## src/rtl/nram_pkg.sv

```systemverilog
package nram_pkg;
  typedef enum logic [2:0] {
    PH_A1, PH_A2, PH_A3, PH_M1, PH_M2, PH_X1, PH_X2, PH_X3
  } phase_e;

  typedef enum logic [2:0] {
    OP_NONE, OP_SEL, OP_WR_MAIN, OP_RD_MAIN, OP_WR_STAT, OP_RD_STAT, OP_PORT
  } op_e;

  function automatic op_e decode_opa(input logic [3:0] opa);
    op_e k;
    casez (opa)
      4'b0000: k = OP_WR_MAIN;
      4'b0001: k = OP_PORT;
      4'b0010: k = OP_SEL;
      4'b01??: k = OP_WR_STAT;
      4'b1000: k = OP_RD_MAIN;
      4'b11??: k = OP_RD_STAT;
      default: k = OP_NONE;
    endcase
    return k;
  endfunction
endpackage

```

## src/rtl/nram_phase.sv

```systemverilog
module nram_phase
  import nram_pkg::*;
(
  input  logic   clk_i,
  input  logic   rst_ni,
  input  logic   sync_i,
  output phase_e phase_o
);
  phase_e phase_q;

  always_ff @(posedge clk_i or negedge rst_ni) begin
    if (!rst_ni)     phase_q <= PH_X3;
    else if (sync_i) phase_q <= PH_A1;
    else             phase_q <= phase_e'(phase_q + 3'd1);
  end

  assign phase_o = phase_q;

  AST_SYNC_TO_A1: assert property (@(posedge clk_i) disable iff (!rst_ni)
    sync_i |=> phase_q == PH_A1);
  AST_PHASE_STEP: assert property (@(posedge clk_i) disable iff (!rst_ni)
    !sync_i |=> phase_q == phase_e'($past(phase_q) + 3'd1));
endmodule

```

## src/rtl/nram_decode.sv

```systemverilog
module nram_decode
  import nram_pkg::*;
#(
  parameter int DW         = 4,
  parameter int CW         = 2,
  parameter int NUM_REGS   = 4,
  parameter int MAIN_CHARS = 16,
  parameter int STAT_CHARS = 4,
  localparam int RW  = $clog2(NUM_REGS),
  localparam int CIW = $clog2(MAIN_CHARS),
  localparam int AW  = $clog2(MAIN_CHARS + STAT_CHARS)
) (
  input  logic          clk_i,
  input  logic          rst_ni,
  input  phase_e        phase_i,
  input  logic          cmd_i,
  input  logic [DW-1:0] data_i,
  input  logic [CW-1:0] chip_id_i,
  output logic          we_o,
  output logic          rd_en_o,
  output logic          port_we_o,
  output logic [RW-1:0] acc_reg_o,
  output logic [AW-1:0] acc_addr_o
);
  logic           cmd_q, op_valid_q;
  logic [DW-1:0]  opa_q;
  logic [CW-1:0]  sel_chip_q;
  logic [RW-1:0]  sel_reg_q;
  logic [CIW-1:0] sel_char_q;
  op_e            op;
  logic           act;

  assign op = decode_opa(opa_q);

  always_ff @(posedge clk_i or negedge rst_ni) begin
    if (!rst_ni) begin
      cmd_q      <= 1'b0;
      op_valid_q <= 1'b0;
      opa_q      <= '0;
      sel_chip_q <= '0;
      sel_reg_q  <= '0;
      sel_char_q <= '0;
    end else begin
      if (phase_i == PH_M1) cmd_q <= cmd_i;
      if (phase_i == PH_M2) begin
        op_valid_q <= cmd_q;
        opa_q      <= data_i;
      end
      // select is broadcast: every device latches it
      if (op_valid_q && op == OP_SEL) begin
        if (phase_i == PH_X2) begin
          sel_chip_q <= data_i[DW-1 -: CW];
          sel_reg_q  <= data_i[RW-1:0];
        end
        if (phase_i == PH_X3) sel_char_q <= data_i[CIW-1:0];
      end
    end
  end

  assign act       = op_valid_q && (sel_chip_q == chip_id_i) && (phase_i == PH_X2);
  assign we_o      = act && (op == OP_WR_MAIN || op == OP_WR_STAT);
  assign rd_en_o   = act && (op == OP_RD_MAIN || op == OP_RD_STAT);
  assign port_we_o = act && (op == OP_PORT);
  assign acc_reg_o = sel_reg_q;

  always_comb begin
    if (op == OP_WR_STAT || op == OP_RD_STAT)
      acc_addr_o = AW'(MAIN_CHARS) + AW'(opa_q[1:0]);
    else
      acc_addr_o = AW'(sel_char_q);
  end
endmodule

```

## src/rtl/nram_regfile.sv

```systemverilog
module nram_regfile #(
  parameter int DW       = 4,
  parameter int NUM_REGS = 4,
  parameter int NCHAR    = 20,
  localparam int RW = $clog2(NUM_REGS),
  localparam int AW = $clog2(NCHAR)
) (
  input  logic                   clk_i,
  input  logic                   rst_ni,
  input  logic                   we_i,
  input  logic [RW-1:0]          reg_i,
  input  logic [AW-1:0]          addr_i,
  input  logic [DW-1:0]          wdata_i,
  output logic [DW-1:0]          rdata_o,
  input  logic [NUM_REGS*AW-1:0] disp_addr_i,
  output logic [NUM_REGS*DW-1:0] disp_data_o
);
  logic [DW-1:0] bus_rd [NUM_REGS];

  for (genvar g = 0; g < NUM_REGS; g++) begin : g_reg
    logic [DW-1:0] mem_q [NCHAR];
    logic [DW-1:0] disp_rd, bus_row;

    always_ff @(posedge clk_i or negedge rst_ni) begin
      if (!rst_ni) begin
        for (int i = 0; i < NCHAR; i++) mem_q[i] <= '0;
      end else if (we_i && reg_i == RW'(g)) begin
        for (int i = 0; i < NCHAR; i++)
          if (addr_i == AW'(i)) mem_q[i] <= wdata_i;
      end
    end

    // out-of-range addresses read as zero
    always_comb begin
      disp_rd = '0;
      bus_row = '0;
      for (int i = 0; i < NCHAR; i++) begin
        if (disp_addr_i[g*AW +: AW] == AW'(i)) disp_rd = mem_q[i];
        if (addr_i == AW'(i))                  bus_row = mem_q[i];
      end
    end

    assign bus_rd[g]               = bus_row;
    assign disp_data_o[g*DW +: DW] = disp_rd;

    AST_DISP_STABLE: assert property (@(posedge clk_i) disable iff (!rst_ni)
      $stable(disp_addr_i[g*AW +: AW]) && !$past(we_i && reg_i == RW'(g))
      |-> $stable(disp_data_o[g*DW +: DW]));
  end

  assign rdata_o = bus_rd[reg_i];
endmodule

```

## src/rtl/nram_snoop.sv

```systemverilog
module nram_snoop
  import nram_pkg::*;
#(
  parameter int CW         = 2,
  parameter int NUM_REGS   = 4,
  parameter int MAIN_CHARS = 16,
  parameter int STAT_CHARS = 4,
  localparam int DW    = 4,
  localparam int NCHAR = MAIN_CHARS + STAT_CHARS,
  localparam int RW    = $clog2(NUM_REGS),
  localparam int AW    = $clog2(NCHAR)
) (
  input  logic                   clk_i,
  input  logic                   rst_ni,
  input  logic                   sync_i,
  input  logic                   cmd_i,
  input  logic [DW-1:0]          data_i,
  output logic [DW-1:0]          data_o,
  output logic                   data_oe_o,
  input  logic [CW-1:0]          chip_id_i,
  output logic [DW-1:0]          port_o,
  input  logic [NUM_REGS*AW-1:0] disp_addr_i,
  output logic [NUM_REGS*DW-1:0] disp_data_o
);
  phase_e        phase;
  logic          we, rd_en, port_we;
  logic [RW-1:0] acc_reg;
  logic [AW-1:0] acc_addr;
  logic [DW-1:0] rdata, port_q;

  nram_phase u_phase (
    .clk_i  (clk_i),
    .rst_ni (rst_ni),
    .sync_i (sync_i),
    .phase_o(phase)
  );

  nram_decode #(
    .DW(DW), .CW(CW), .NUM_REGS(NUM_REGS),
    .MAIN_CHARS(MAIN_CHARS), .STAT_CHARS(STAT_CHARS)
  ) u_decode (
    .clk_i     (clk_i),
    .rst_ni    (rst_ni),
    .phase_i   (phase),
    .cmd_i     (cmd_i),
    .data_i    (data_i),
    .chip_id_i (chip_id_i),
    .we_o      (we),
    .rd_en_o   (rd_en),
    .port_we_o (port_we),
    .acc_reg_o (acc_reg),
    .acc_addr_o(acc_addr)
  );

  nram_regfile #(.DW(DW), .NUM_REGS(NUM_REGS), .NCHAR(NCHAR)) u_regs (
    .clk_i      (clk_i),
    .rst_ni     (rst_ni),
    .we_i       (we),
    .reg_i      (acc_reg),
    .addr_i     (acc_addr),
    .wdata_i    (data_i),
    .rdata_o    (rdata),
    .disp_addr_i(disp_addr_i),
    .disp_data_o(disp_data_o)
  );

  always_ff @(posedge clk_i or negedge rst_ni) begin
    if (!rst_ni)      port_q <= '0;
    else if (port_we) port_q <= data_i;
  end

  assign port_o    = port_q;
  assign data_oe_o = rd_en;
  assign data_o    = rd_en ? rdata : '0;

  AST_OE_SINGLE: assert property (@(posedge clk_i) disable iff (!rst_ni)
    data_oe_o |=> !data_oe_o);
  AST_OE_BEFORE_X3: assert property (@(posedge clk_i) disable iff (!rst_ni)
    data_oe_o |=> phase == PH_X3);
  AST_PORT_HOLD: assert property (@(posedge clk_i) disable iff (!rst_ni)
    !port_we |=> $stable(port_o));
endmodule

```

## config.mk

```make
export PLATFORM = sky130hd
export DESIGN_NAME = nram_snoop
export DESIGN_NICKNAME = d
export VERILOG_FILES = /design/src/rtl/nram_pkg.sv /design/src/rtl/nram_phase.sv /design/src/rtl/nram_decode.sv /design/src/rtl/nram_regfile.sv /design/src/rtl/nram_snoop.sv
export SDC_FILE = /design/constraint.sdc
export NUM_CORES = 1
export LEC_CHECK = 0
export BUFFER_PORTS_ARGS = -buffer_cell sky130_fd_sc_hd__buf_2
export CAP_MARGIN = 10
export CORE_MARGIN = 1
export CORE_UTILIZATION = 30
export DETAILED_ROUTE_END_ITERATION = 8
export GPL_TIMING_DRIVEN = 1
export HOLD_SLACK_MARGIN = 0.1
export RECOVER_POWER = 25
export SLEW_MARGIN = 20
export SYNTH_ARGS = -nofsm -noshare
export SYNTH_HDL_FRONTEND = slang
export SYNTH_SLANG_ARGS = --single-unit
```

## constraint.sdc

```tcl
create_clock -name clk_i -period 2.8 [get_ports clk_i]
set_input_delay 0.14 -clock clk_i [delete_from_list [all_inputs] [get_ports clk_i]]
set_output_delay 0.14 -clock clk_i [all_outputs]
set_load 0.005 [all_outputs]
```

==> qor.yml <==
critical_path:
  cp_common_cell: "buf_4"
  crit_chain: "or3_4 > nor2_1 > buf_4 > a22o_1 > a221oi_1 > nand4_1 > o21ai_2 > a2111oi_4 > buf_4 > buf_6"
  crit_fanout: 6
  arrival_ps: 3320
  timing.rr.start: "u_phase.phase_o[1]"
  startpoint: "u_decode.sel_char_q[2]"
  slowest_delay_ps: 450
  cp.required_ps: 2660
  crit_path_start_kind: "register"
  crit_type: "reg -> out"
  endpoint_kind: "primary output"
  slowest_stage: "or3_4"
  crit_family: "simple AND/OR/NAND/NOR gates"
  critical_path_buf_inv_count: 3
yosys:
  ys.flop_type: "dfrtp_1"
  ys_seq_area_share_pct: 43.0
  yosysUniqueCellTypes: 86
  synthCells: 1908
  synth_edf_count: 0
  syn_area_per_cell_um2: 10.4
  syn-cell-area_um2: 19900
  synth.largest_area_cell: "dfrtp_1"
  ys_warn_count: 0
  synth_top_area_share_pct: 42.6
  yosysMostFrequentCell: "mux2_2"
  ys_seq_elements: 341
  synthArstFlopShare_pct: 100
  synth_commonest_cells: "mux2_2, dfrtp_1, nor2_1"
  synth.area.top_cells: "dfrtp_1, mux2_2, nor2_1"
  synth_fp_nets: 1943
final_layout:
  final_cell_area_um2: 24600
  drive_gt1_share_pct: 39.9
  syn_to_final_growth_pct: 24.0
  stdcell_count: 3009
  nNetsFinal: 2154
sta:
  grt_setup_unrepaired: "true"
  period_share_pct: 124
  fmax_mhz: 289
  period_needed_ps: 3460
  timing.final.ws_setup_ps: -665
  drv_slew: 88
  fin_worst_skew_ps: 35.0
  hold_viol: 0
  finalSetupViolCount: 4
  max_slew_margin_pct: -69.6
  worst_pin_slew_ps: 2540
worst_hold_path:
  hp-start: "data_i[2]"
  hold_class: "in -> reg"
power:
  p_leak_nw: 11.0
  pwr-share-comb_pct: 20.9
  ir_worst_vdd_uv: 308
  intPower_mw: 9.35
  p_sw_share_pct: 31.3
  pwr_density_cell_nw_per_um2: 552
  switchingPower_mw: 4.26
  pwr-share-seq_pct: 37.2
  pwr-share-clk_pct: 41.9
detailed_routing:
  via_count: 17729
  viasPerCell: 5.89
  route.detailed.drc: 0
  met1Wirelength_mm: 35.8
  drt_iter0_drc: 1932
  route.met3.wl_mm: 6.75
  antenna_left: 0
  dr.max_layer_used: "met4"
  wl_mm: 84.2
  wl_per_cell_um: 28.0
  met2_length_mm: 37.7
  dr.pass1.iters: 8
placed_design:
  port_buffers: 54
  place_area_um2: 22500
  gp_congestion: 1.01
  dpl.hpwl_mm: 62.5
  post-place-cells: 2907
global_routing:
  antenna_found_initial: 4
  overflow: 0
  grt_pass1_vias: 17965
  grt_first_pass_wirelength_mm: 125
  grt_usage_pct: 25.0
  grt_start_max_net_pins: 90
clock_tree:
  clk_path_buf_depth: 3
  clk_pin_slew_ps: 70
  cts_made_buffers: 41
  clock_latency_ps: 600
  cts.sinks: 341
  htree_levels: 2
  clock-root-buffer: "clkbuf_16"
  cts_tree: "done"
floorplanning:
  core_um2: 64900
  die_x_um: 259
  start_util_pct: 30.6
  die_area_um2: 67300
  ios: 55
  die_y_um: 259
  rows: 93
run:
  maxCapViolCount: 1
run_status:
  outcome: "finished with violations"
  violations: "max-capacitance violations, max-slew violations, negative setup slack"
-- state kept, by name, summed over array words and instances, names as in the netlist --
signal               flops
u_decode.cmd_q           1
u_decode.opa_q           4
u_decode.op_valid_q      1
u_decode.sel_char_q      4
u_regs.g.mem_q         320
u_phase.phase_o          3
u_decode.sel_chip_q      2
port_o                   4
u_decode.acc_reg_o       2
-- worst paths after layout --
kind	endpoint	slack, ps	depth (start not counted)
min in group asynchronous	u_regs.g_reg[0].mem_q[52]	890	2
max in group asynchronous	u_decode.sel_char_q[0]	250	2
worst max register to register	u_regs.g_reg[1].mem_q[28]	150	8
worst min register to register	port_o[3]	510	1
worst max-delay path	data_o[3]	-660	10
worst min-delay path	u_decode.sel_char_q[2]	150	4
-- routing by layer --
layer	vias up	global-route usage (%)
li1	7561	-
met1	9066	34.2
met2	904	38.5
met3	198	4.09
met4	0	11.3
met5	-	0
-- power by group through the flow --
| stage | Sequential (mW) | Clock [mW] | Combinational (mW) |
|---|---|---|---|
| after global routing | 5.06 | 5.97 | 2.97 |
| after CTS | 5.05 | 5.79 | 2.67 |
| after floorplan | 5.11 | 0 | 1.21 |
| final | 5.06 | 5.71 | 2.85 |
| after detailed placement | 5.14 | 0 | 2.62 |
| after global placement | 5.14 | 0 | 2.62 |
-- placed cells by master, fill, tap and decap left out, drive strengths merged, types with 35 or more instances in the layout --
| cell type | n |
|---|---|
| dfrtp | 338 |
| buf | 293 |
| nor2 | 197 |
| inv | 35 |
| o21ai | 107 |
| clkbuf | 61 |
| a21oi | 98 |
| nand2 | 110 |
| nor3 | 45 |
| mux2i | 47 |
| a22oi | 56 |
| mux2 | 353 |
-- metrics by stage --
| step | TNS, ps | hold slack [ps] | total power, mW | utilization [%] | setup slack, ps |
|---|---|---|---|---|---|
| floorplan | 0 | -156 | 6.32 | - | 458 |
| global placement | -913 | 232 | 7.76 | 34.7 | -285 |
| detailed placement | -771 | 237 | 7.76 | 34.7 | -242 |
| CTS | -2380 | 134 | 13.5 | 37.3 | -695 |
| global route | -11350 | 195 | 14.0 | 38.0 | -742 |
| finish | -2370 | 151 | 13.6 | 38.0 | -665 |
-- cell families (layout without fill, tap and decap cells) --
| group | count (synthesis) | after routing | share of synthesized area [%] |
|---|---|---|---|
| AO/OA/AOI/OAI | 460 | 460 | 15.4 |
| XOR/XNOR | 2 | 2 | 0.0882 |
| adder cells (fa/ha/maj) | 5 | 5 | 0.315 |
| buffers and inverters | 166 | 410 | 3.69 |
| flip-flops | 341 | 341 | 43.0 |
| multiplexers | 420 | 420 | 24.6 |
| other | 0 | 2 | 0 |
| AND/OR/NAND/NOR | 514 | 514 | 12.9 |
-- area by class of cell --
type / count / area [µm²]
sequential: 341 / 8550
inverter: 32 / 120
multi-input combinational: 1401 / 11000
clock buffer: 56 / 1220
antenna: 2 / 5.00
tap: 855 / 1070
clock inverter: 20 / 219
timing repair buffer: 302 / 2450
fill: 6467 / 40300
-- repair_timing --
action,4_1_cts,5_1_grt
pin swaps,4,35
endpoints found under the setup margin,5,115
hold buffers,4,0
hold endpoints to repair,88,0
cloned,0,1
gates resized for setup,29,96
buffers inserted,7,16
-- worst reg2reg max path: stages, from the launching register on --
cell     delay [ps]
dfstp_2         550
ha_1            140
nand3_1         100
nor3_1          290
o21ai_1         180
or3_1           430
buf_12          190
nor2_1          320
mux2_2          380
Note: power is estimated with default switching activity, not from simulation.
